File: src/rtl/dslope_pkg.sv
// Package: shared phase encoding and a constant BCD conversion helper.
// Assumes at most eight BCD digits are ever requested.
package dslope_pkg;

    typedef enum logic [2:0] {
        PH_ZERO   = 3'd0,
        PH_GAP_ZI = 3'd1,
        PH_INTEG  = 3'd2,
        PH_GAP_ID = 3'd3,
        PH_DEINT  = 3'd4,
        PH_GAP_DZ = 3'd5
    } phase_t;

    // Convert a non-negative integer to packed BCD, eight digits wide.
    function automatic logic [31:0] bcd_of(input int unsigned value);
        logic [31:0] r;
        int unsigned v;
        r = '0;
        v = value;
        for (int i = 0; i < 8; i++) begin
            r[4*i +: 4] = 4'(v % 10);
            v = v / 10;
        end
        return r;
    endfunction

endpackage

File: src/rtl/dslope_interval_timer.sv
// Module: binary interval timer used for the two fixed-length phases.
// Counts up each clock unless cleared; flags the clock whose count equals
// the supplied limit. Assumes limit fits in W bits.
module dslope_interval_timer #(
    parameter int W = 10
) (
    input  logic         clk,
    input  logic         rst_n,
    input  logic         clr,
    input  logic [W-1:0] limit,
    output logic         last
);

    logic [W-1:0] cnt_q;

    // Advance the interval count, or restart it at zero.
    always_ff @(posedge clk) begin
        if (!rst_n || clr) begin
            cnt_q <= '0;
        end else begin
            cnt_q <= cnt_q + 1'b1;
        end
    end

    // Terminal clock of the current interval.
    always_comb begin
        last = (cnt_q == limit);
    end

endmodule

File: src/rtl/dslope_bcd_counter.sv
// Module: ripple-carry decimal counter of DIGITS digits.
// Each digit rolls 9 -> 0 and carries into the next. The whole counter
// wraps to zero when incremented at MAX_BCD. at_max flags that value.
module dslope_bcd_counter #(
    parameter int              DIGITS  = 4,
    parameter logic [4*DIGITS-1:0] MAX_BCD = '0
) (
    input  logic                clk,
    input  logic                rst_n,
    input  logic                clr,
    input  logic                inc,
    output logic [4*DIGITS-1:0] count,
    output logic                at_max
);

    logic [DIGITS:0]       carry;
    logic [4*DIGITS-1:0]   cnt_q;
    logic [4*DIGITS-1:0]   cnt_d;

    assign carry[0] = inc;

    // One decimal digit per generate slice, carry rippling upward.
    for (genvar g = 0; g < DIGITS; g++) begin : g_digit
        logic [3:0] dig;
        assign dig = cnt_q[4*g +: 4];

        // Next value of this digit and its carry out.
        always_comb begin
            if (carry[g]) begin
                if (dig == 4'd9) begin
                    cnt_d[4*g +: 4] = 4'd0;
                    carry[g+1]      = 1'b1;
                end else begin
                    cnt_d[4*g +: 4] = dig + 4'd1;
                    carry[g+1]      = 1'b0;
                end
            end else begin
                cnt_d[4*g +: 4] = dig;
                carry[g+1]      = 1'b0;
            end
        end
    end

    // Full-scale flag.
    always_comb begin
        at_max = (cnt_q == MAX_BCD);
    end

    // Count register: clear, wrap at full scale, or take the rippled value.
    always_ff @(posedge clk) begin
        if (!rst_n || clr) begin
            cnt_q <= '0;
        end else if (inc && at_max) begin
            cnt_q <= '0;
        end else begin
            cnt_q <= cnt_d;
        end
    end

    assign count = cnt_q;

endmodule

File: src/rtl/dslope_phase_fsm.sv
// Module: phase sequencer. Walks zeroing -> integrate -> de-integrate with
// a one-clock break between each, stores the polarity from the comparator
// in the last integration clock, and decides when de-integration ends
// (comparator crossing or counter at full scale).
module dslope_phase_fsm
    import dslope_pkg::*;
(
    input  logic   clk,
    input  logic   rst_n,
    input  logic   cmp_hi,
    input  logic   tmr_last,
    input  logic   cnt_at_max,
    output phase_t phase,
    output logic   pol,
    output logic   tmr_clr,
    output logic   cnt_clr,
    output logic   cnt_inc,
    output logic   fin,
    output logic   ovr_hit
);

    phase_t phase_q;
    phase_t phase_d;
    logic   pol_q;
    logic   crossed;

    assign crossed = (cmp_hi != pol_q);

    // Next phase and per-clock control strobes.
    always_comb begin
        phase_d = phase_q;
        tmr_clr = 1'b1;
        cnt_clr = 1'b0;
        cnt_inc = 1'b0;
        fin     = 1'b0;
        ovr_hit = 1'b0;
        unique case (phase_q)
            PH_ZERO: begin
                tmr_clr = tmr_last;
                if (tmr_last) phase_d = PH_GAP_ZI;
            end
            PH_GAP_ZI: begin
                cnt_clr = 1'b1;
                phase_d = PH_INTEG;
            end
            PH_INTEG: begin
                tmr_clr = tmr_last;
                if (tmr_last) phase_d = PH_GAP_ID;
            end
            PH_GAP_ID: begin
                cnt_clr = 1'b1;
                phase_d = PH_DEINT;
            end
            PH_DEINT: begin
                if (crossed) begin
                    fin     = 1'b1;
                    phase_d = PH_GAP_DZ;
                end else if (cnt_at_max) begin
                    fin     = 1'b1;
                    ovr_hit = 1'b1;
                    phase_d = PH_GAP_DZ;
                end else begin
                    cnt_inc = 1'b1;
                end
            end
            PH_GAP_DZ: begin
                phase_d = PH_ZERO;
            end
            default: begin
                phase_d = PH_ZERO;
            end
        endcase
    end

    // Phase register.
    always_ff @(posedge clk) begin
        if (!rst_n) begin
            phase_q <= PH_ZERO;
        end else begin
            phase_q <= phase_d;
        end
    end

    // Polarity capture at the final integration clock.
    always_ff @(posedge clk) begin
        if (!rst_n) begin
            pol_q <= 1'b0;
        end else if (phase_q == PH_INTEG && tmr_last) begin
            pol_q <= cmp_hi;
        end
    end

    assign phase = phase_q;
    assign pol   = pol_q;

endmodule

File: src/rtl/dslope_result_latch.sv
// Module: display-side result registers. Loads count, polarity and
// overrange on the finish strobe and raises done for one clock afterwards.
module dslope_result_latch #(
    parameter int BW = 16
) (
    input  logic          clk,
    input  logic          rst_n,
    input  logic          load,
    input  logic [BW-1:0] cnt_in,
    input  logic          pol_in,
    input  logic          ovr_in,
    output logic [BW-1:0] rd_bcd,
    output logic          rd_pos,
    output logic          rd_ovr,
    output logic          rd_done
);

    // Hold the reading until the next finish strobe.
    always_ff @(posedge clk) begin
        if (!rst_n) begin
            rd_bcd <= '0;
            rd_pos <= 1'b0;
            rd_ovr <= 1'b0;
        end else if (load) begin
            rd_bcd <= cnt_in;
            rd_pos <= pol_in;
            rd_ovr <= ovr_in;
        end
    end

    // One-clock new-result strobe.
    always_ff @(posedge clk) begin
        if (!rst_n) begin
            rd_done <= 1'b0;
        end else begin
            rd_done <= load;
        end
    end

endmodule

File: src/rtl/dslope_seq.sv
// Module: dual-slope converter sequencer top. Ties the phase sequencer,
// the shared interval timer, the BCD de-integration counter and the
// result registers together, and decodes the one-hot switch enables
// from the phase register so that break clocks have every switch off.
// Assumes cmp_hi is already synchronous to clk.
module dslope_seq
    import dslope_pkg::*;
#(
    parameter int AZ_CYCLES  = 1000,
    parameter int INT_CYCLES = 1000,
    parameter int MAX_COUNT  = 1999,
    parameter int DIGITS     = 4
) (
    input  logic                clk,
    input  logic                rst_n,
    input  logic                cmp_hi,
    output logic                sw_zero,
    output logic                sw_sig,
    output logic                sw_ref_pos,
    output logic                sw_ref_neg,
    output logic [4*DIGITS-1:0] rd_bcd,
    output logic                rd_pos,
    output logic                rd_ovr,
    output logic                rd_done
);

    localparam int TMAX = (AZ_CYCLES > INT_CYCLES) ? AZ_CYCLES : INT_CYCLES;
    localparam int TW   = $clog2(TMAX + 1);
    localparam int BW   = 4 * DIGITS;
    localparam logic [31:0]   MAX_BCD_ALL = bcd_of(MAX_COUNT);
    localparam logic [BW-1:0] MAX_BCD     = MAX_BCD_ALL[BW-1:0];
    localparam logic [TW-1:0] AZ_LIMIT    = TW'(AZ_CYCLES - 1);
    localparam logic [TW-1:0] INT_LIMIT   = TW'(INT_CYCLES - 1);

    phase_t        phase;
    logic          pol;
    logic          tmr_clr;
    logic          tmr_last;
    logic [TW-1:0] tmr_limit;
    logic          cnt_clr;
    logic          cnt_inc;
    logic          cnt_at_max;
    logic [BW-1:0] cnt_val;
    logic          fin;
    logic          ovr_hit;

    // Interval length for whichever timed phase is active.
    always_comb begin
        tmr_limit = (phase == PH_ZERO) ? AZ_LIMIT : INT_LIMIT;
    end

    dslope_phase_fsm fsm_i (
        .clk        (clk),
        .rst_n      (rst_n),
        .cmp_hi     (cmp_hi),
        .tmr_last   (tmr_last),
        .cnt_at_max (cnt_at_max),
        .phase      (phase),
        .pol        (pol),
        .tmr_clr    (tmr_clr),
        .cnt_clr    (cnt_clr),
        .cnt_inc    (cnt_inc),
        .fin        (fin),
        .ovr_hit    (ovr_hit)
    );

    dslope_interval_timer #(.W(TW)) tmr_i (
        .clk   (clk),
        .rst_n (rst_n),
        .clr   (tmr_clr),
        .limit (tmr_limit),
        .last  (tmr_last)
    );

    dslope_bcd_counter #(.DIGITS(DIGITS), .MAX_BCD(MAX_BCD)) cnt_i (
        .clk    (clk),
        .rst_n  (rst_n),
        .clr    (cnt_clr),
        .inc    (cnt_inc),
        .count  (cnt_val),
        .at_max (cnt_at_max)
    );

    dslope_result_latch #(.BW(BW)) lat_i (
        .clk     (clk),
        .rst_n   (rst_n),
        .load    (fin),
        .cnt_in  (cnt_val),
        .pol_in  (pol),
        .ovr_in  (ovr_hit),
        .rd_bcd  (rd_bcd),
        .rd_pos  (rd_pos),
        .rd_ovr  (rd_ovr),
        .rd_done (rd_done)
    );

    // Switch enables decoded from the registered phase; breaks drive none.
    always_comb begin
        sw_zero    = (phase == PH_ZERO);
        sw_sig     = (phase == PH_INTEG);
        sw_ref_pos = (phase == PH_DEINT) &&  pol;
        sw_ref_neg = (phase == PH_DEINT) && !pol;
    end

endmodule

File: config.mk
export PLATFORM = sky130hd
export DESIGN_NAME = dslope_seq
export DESIGN_NICKNAME = d
export VERILOG_FILES = /design/src/rtl/dslope_pkg.sv /design/src/rtl/dslope_interval_timer.sv /design/src/rtl/dslope_bcd_counter.sv /design/src/rtl/dslope_phase_fsm.sv /design/src/rtl/dslope_result_latch.sv /design/src/rtl/dslope_seq.sv
export SDC_FILE = /design/constraint.sdc
export NUM_CORES = 1
export LEC_CHECK = 0
export BUFFER_PORTS_ARGS = -buffer_cell sky130_fd_sc_hd__buf_2
export CORE_ASPECT_RATIO = 1.5
export CORE_UTILIZATION = 43
export DETAILED_ROUTE_END_ITERATION = 12
export PLACE_DENSITY = 0.62
export SYNTH_ARGS = -nofsm -noshare
export SYNTH_HDL_FRONTEND = slang
export SYNTH_SLANG_ARGS = --single-unit
File: constraint.sdc
create_clock -name clk -period 2.1 [get_ports clk]
set_input_delay 0.42 -clock clk [delete_from_list [all_inputs] [get_ports clk]]
set_output_delay 0.42 -clock clk [all_outputs]
set_load 0.03 [all_outputs]
==> impl_metrics.tcl, run 1 <==
set metrics [dict create \
    status "complete, but fails checks" \
    failed_checks "setup timing" \
    synth_area_um2 2440 \
    finalWirelength_um 5910 \
    cp.arrival_ps 2330 \
    ios 26 \
    synth_edf_count 0 \
    path_cells "or4bb_4 -> or4_4 -> or4_1 -> a21oi_2" \
    skew_ps 8.58 \
    synth-compound-area-share_pct 14.6 \
    critPathTopFamily "simple AND/OR/NAND/NOR gates" \
    synth_top_area_cell "dfxtp_1" \
    endpoint_kind "flop" \
    hold_viol_final 0 \
    slew_headroom_pct 57.5 \
    area_delta_synth_final_pct 22.4 \
    fp-row-count 33 \
    core-area_um2 5450 \
    cp_max_fo 7 \
    pre_cts_ws_ps 28.2 \
    gr-usage-all-layers_pct 22.0 \
    vias 2310 \
    drive_gt1_share_pct 23.5 \
    yosys.area_share.simple_pct 30.7 \
    start_util_pct 44.8 \
    clock_sinks 49 \
    clk_pin_slew_ps 90 \
    cts-root-buf "clkbuf_8" \
    firstDrtPassIters 4 \
    crit_buf_inv 0 \
    cp.required_ps 2320 \
    p_seq_share_pct 55.5 \
    critPathKind "flop to flop" \
    grt_max_degree 35 \
    intPower_w 0.00134 \
    insertion_delay_ps 300 \
    grt_setup_unrepaired "yes" \
    place.gp.congestion 0.833 \
    syn-num-nets 301 \
    synth_common_cells "dfxtp_1, nand3_1, nor2_1, clkbuf_1, nand2_1" \
    netlist_instances 297 \
    syn_area_per_cell_um2 8.23 \
    grt.overflow.total 0 \
    ant_nets 0 \
    power.leakage_nw 1.14 \
    synth_area_leaders "dfxtp_1, nand3_1, nor2_1" \
    p_total_w 0.00169 \
    grt_pass1_vias 2256 \
    fp.dieH_um 94.3 \
    hold_class "primary input to flop" \
    pwr-share-comb_pct 3.4 \
    drv_slew 0 \
    swShare_pct 20.8 \
    die_w_um 63.6 \
    worst-path-stages 4 \
    num_antenna_cells 0 \
    drc 0 \
    async_flop_share_pct 0 \
    utilization_pct 54.9 \
    grt_pass1_wl_um 10200 \
    antenna_found_initial 0 \
    drv_cap 0 \
    clock_path_buffers 2 \
    fmax_ghz 0.474 \
    synth_most_common_cell "dfxtp_1" \
    yosys_most_used_dff "dfxtp_1" \
    nFillCells 546 \
    fin_ws_ps -10.3 \
    yosys_warnings 0 \
    cts_tree "done" \
    slowest_stage "or4_1" \
    multiInputGateArea_um2 1370 \
    synth.area.mux_share_pct 4.15 \
    min_path_cells 3 \
    irDropWorstVdd_uv 452 \
    timing.final.crit_period_ps 2110 \
    setup_viol 2 \
    dieArea_um2 5990 \
    port_buffers 25 \
    p_switching_w 0.000352 \
    worst_setup_path_start_kind "flop" \
    p_per_area_nw_per_um2 565 \
    post-cts-setup-buffers 0 \
    min_period_over_period_pct 100 \
    max_stage_delay_ps 550 \
    pwr-share-clk_pct 41.1 \
    synthAdderAreaFrac_pct 0.512 \
    drt_iter0_markers 80 \
    nNetsFinal 347 \
    synth_xor_area_share_pct 5.02 \
    post-dp-hpwl_um 4350 \
    cts_buffers 5 \
    netlist.area_leader.share_pct 40.1 \
    synth_top_family_by_area "simple AND/OR/NAND/NOR gates" \
    ys_ff_latch 49 \
    register_area_um2 986 \
    rr_worst_depth 4 \
    routed_via_density 5.58 \
    ys_seq_area_share_pct 40.1 \
    wl_per_cell_um 14.3 \
    htreeDepth 2 \
    tightestPinTransition_ps 637 \
    synth.distinct_cells 39 \
]
==> layout by cell type (no fill, tap or decap), drive strengths merged, types with 3 or more instances in the layout <==
master   n
nor3     7
a31oi    6
dfxtp   49
a311o    8
nor4     5
and3     8
xnor2   10
nand4    5
inv      9
o211ai   5
a21oi   14
clkbuf   7
o21ai   14
o31ai    6
nand2b   3
buf     60
nor2b    4
nand3   41
nand2   15
or3      3
nor2    30
xor2     4
mux2i    9
or4      5
==> worst register-to-register path, cell delays in order, from the launching register on <==
cell and delay, ps:
dfxtp_2 330, or4bb_4 530, or4_4 480, or4_1 550
a21oi_2 150
==> final timing paths <==
check | from | to | slack, ps
worst max register to register | cnt_i.count[6] | cnt_i.count[13] | -10
worst max-delay path | cnt_i.count[6] | cnt_i.count[13] | -10
worst min register to register | tmr_i.cnt_q[0] | tmr_i.cnt_q[0] | 450
worst min-delay path | cmp_hi | fsm_i.pol | 410
==> flip-flops by register name (all words and copies together), names as in the netlist <==
signal / cells
cnt_i.count: 16
fsm_i.pol: 1
fsm_i.phase: 3
tmr_i.cnt_q: 10
lat_i.rd_bcd: 16
lat_i.rd_ovr: 1
lat_i.rd_pos: 1
lat_i.rd_done: 1
==> logic make-up after synthesis <==
group                    Yosys count
AND/OR/NAND/NOR                  138
adder cells (fa/ha/maj)            1
AO/OA/AOI/OAI                     55
XOR/XNOR                          14
multiplexers                      10
buffers and inverters             30
flip-flops                        49
==> power by group through the flow <==
stage | Sequential, W | Clock [W] | Combinational, W
6_report | 0.000937 | 0.000694 | 0.0000576
5_1_grt | 0.000938 | 0.000753 | 0.0000647
4_1_cts | 0.000937 | 0.000712 | 0.0000573
3_5_place_dp | 0.000959 | 0 | 0.0000572
3_3_place_gp | 0.000959 | 0 | 0.0000567
2_1_floorplan | 0.000958 | 0 | 0.0000378
==> stage by stage <==
stage | hold slack (ps) | area (um^2) | setup TNS [ps] | instances
6_report | 405 | 2990 | -17.0 | 414
5_1_grt | 428 | 2990 | -175 | 414
4_1_cts | 405 | 2980 | -0.407 | 414
3_5_place_dp | 447 | 2860 | 0 | 406
3_3_place_gp | 435 | 2860 | 0 | 406
2_1_floorplan | 418 | 2450 | 0 | 297
==> metal layers <==
layer | global-route usage, % | part of all wire (%) | vias to the layer above
met2 | 41.4 | 55 | 35
met3 | 3.88 | 2.3 | 8
met4 | 9.09 | 1.6 | 0
li1 | - | - | 1167
met5 | 0 | 0 | -
met1 | 23.7 | 41 | 1100
==> cell type report <==
| class | instances | area share [%] |
|---|---|---|
| multi-input combinational | 218 | 45.7 |
| sequential | 49 | 33.0 |
| timing repair buffer | 60 | 13.4 |
| tap | 70 | 2.93 |
| clock buffer | 7 | 2.89 |
| inverter | 9 | 1.13 |
| clock inverter | 1 | 1.00 |
==> what timing repair did <==
item | 4_1_cts | 5_1_grt
hold buffers | 0 | 0
gates resized for setup | 1 | 4
endpoints found under the setup margin | 1 | 4
endpoints found under the hold margin | 0 | 0
Note: power is estimated with default switching activity, not from simulation.
==> inputs of run 2 (changes only) <==
--- a/config.mk
+++ b/config.mk
@@ -7,9 +7,9 @@
 export LEC_CHECK = 0
 export BUFFER_PORTS_ARGS = -buffer_cell sky130_fd_sc_hd__buf_2
 export CORE_ASPECT_RATIO = 1.5
-export CORE_UTILIZATION = 43
+export CORE_UTILIZATION = 40
 export DETAILED_ROUTE_END_ITERATION = 12
-export PLACE_DENSITY = 0.62
+export PLACE_DENSITY = 0.58
 export SYNTH_ARGS = -nofsm -noshare
 export SYNTH_HDL_FRONTEND = slang
 export SYNTH_SLANG_ARGS = --single-unit
==> impl_metrics.tcl, run 2 (synthesized netlist as in run 1, its figures left out) <==
set metrics [dict create \
    place.gp.congestion 0.796 \
    drv_slew 0 \
    crit_buf_inv 0 \
    drv_cap 0 \
    firstDrtPassIters 4 \
    routed_via_density 5.58 \
    wl_per_cell_um 14.6 \
    setup_viol 0 \
    ios 26 \
    min_to "fsm_i.pol" \
    irDropWorstVdd_uv 390 \
    core-area_um2 5830 \
    start_util_pct 41.9 \
    p_switching_w 0.000374 \
    final_cell_mix "dfxtp_1, nand3_1, nor2_1" \
    hold_ws_ps 405 \
    r2r_end "cnt_i.count[15]" \
    fp-row-count 34 \
    cts_buffers 5 \
    cp.required_ps 2330 \
    clk_pin_slew_ps 90 \
    grt_max_degree 24 \
    timing.final.crit_period_ps 2090 \
    slew_headroom_pct 56.8 \
    r2r_setup_slack_ps 9 \
    nFillCells 566 \
    rr_worst_depth 4 \
    fp.dieH_um 97.7 \
    swShare_pct 21.8 \
    crit_path_frequent_cell "or4_4" \
    clock_sinks 49 \
    cp_max_fo 7 \
    min_from "cmp_hi" \
    clock_path_buffers 2 \
    cts-root-buf "clkbuf_8" \
    slowest_stage "or4bb_4" \
    dieArea_um2 6430 \
    hold_buffers 0 \
    status "completed" \
    critPathKind "flop to flop" \
    critPathTopFamily "simple AND/OR/NAND/NOR gates" \
    fin_area_um2 2990 \
    path_cells "or4bb_4 -> or4_4 -> or4_4 -> a31oi_1" \
    fmax_ghz 0.478 \
    gr-usage-all-layers_pct 20.2 \
    grt.overflow.total 0 \
    htreeDepth 2 \
    timing.rr.start "cnt_i.count[6]" \
    pwr-share-comb_pct 3.5 \
    min_path_cells 3 \
    endpoint_kind "flop" \
    drc 0 \
    cts_tree "done" \
    worst_setup_path_start_kind "flop" \
    max_stage_delay_ps 530 \
    grt_pass1_vias 2217 \
    pwr-share-clk_pct 41.8 \
    area_delta_synth_final_pct 22.4 \
    nNetsFinal 344 \
    p_seq_share_pct 54.7 \
    drive_gt1_share_pct 22.6 \
    p_per_area_nw_per_um2 572 \
    ant_nets 0 \
    port_buffers 25 \
    hold_class "primary input to flop" \
    num_antenna_cells 0 \
    vias 2306 \
    worst-path-stages 4 \
    tightestPinTransition_ps 648 \
    antenna_found_initial 0 \
    intPower_w 0.00134 \
    register_area_um2 986 \
    insertion_delay_ps 300 \
    cp.arrival_ps 2320 \
    final_common_cell "dfxtp_1" \
    multiInputGateArea_um2 1360 \
    hold_viol_final 0 \
    power.leakage_nw 1.13 \
    grt_pass1_wl_um 10100 \
    finalWirelength_um 6020 \
    die_w_um 65.8 \
    post-dp-hpwl_um 4340 \
    min_period_over_period_pct 99.6 \
    place_area_um2 2860 \
    setup_tns_ps 0 \
    drt_iter0_markers 96 \
    grt_setup_unrepaired "yes" \
    skew_ps 2.73 \
]
## run 2: cell types whose count changed in the layout (fill, tap and decap cells not counted)
cell,change
a21oi_2,-1
buf_4,-5
a21oi_1,+1
buf_12,+2
## run 2: how the worst max path moves through the flow
stage | startpoint | to | slack (ps)
CTS | cnt_i.count[6] | cnt_i.count[15] | 4
global placement | cnt_i.count[7] | cnt_i.count[15] | 50
floorplan | fsm_i.phase[0] | cnt_i.count[15] | 3
global route | cnt_i.count[6] | cnt_i.count[15] | -40
detailed placement | cnt_i.count[7] | cnt_i.count[15] | 6
finish | cnt_i.count[6] | cnt_i.count[15] | 9
## run 2: worst min-delay path: stages
cell     delay (ps)
buf_2           120
nand3_1          60
a21oi_1          60
## run 2: per-stage QoR
stage,worst slack (ps),util [%],power (W),instances
4_1_cts,4.48,51.1,0.00173,413
3_5_place_dp,5.70,49.1,0.00102,405
3_3_place_gp,50.8,49.1,0.00102,405
5_1_grt,-37.0,51.3,0.00177,413
2_1_floorplan,3.45,-,0.000996,297
6_report,8.65,51.3,0.00171,413
## run 2: routing by layer
layer | vias to the layer above | share of wire [%] | global-route usage, %
li1 | 1164 | - | -
met1 | 1105 | 42 | 22.8
met2 | 28 | 54 | 36.5
met3 | 9 | 1.9 | 2.82
met4 | 0 | 2.1 | 8.36
met5 | - | 0 | 0
## run 2: area by class of cell
type / instances / area share [%]
timing repair buffer: 57 / 13.5
tap: 72 / 3.01
clock inverter: 1 / 1.00
clock buffer: 7 / 2.89
multi-input combinational: 218 / 45.5
inverter: 9 / 1.13
sequential: 49 / 33.0
## run 2: repair_timing
item	4_1_cts	5_1_grt
cloned	0	0
pin swaps	0	0
resized for setup	1	3
endpoints found under the setup margin	1	4
buffers inserted	0	0
## run 2: power groups by stage
stage               clock network (W)   logic, W  registers (W)
detailed placement                  0  0.0000590       0.000959
finish                       0.000716  0.0000593       0.000937
global placement                    0  0.0000582       0.000959
floorplan                           0  0.0000378       0.000958
global route                 0.000765  0.0000646       0.000939
CTS                          0.000737  0.0000593       0.000938
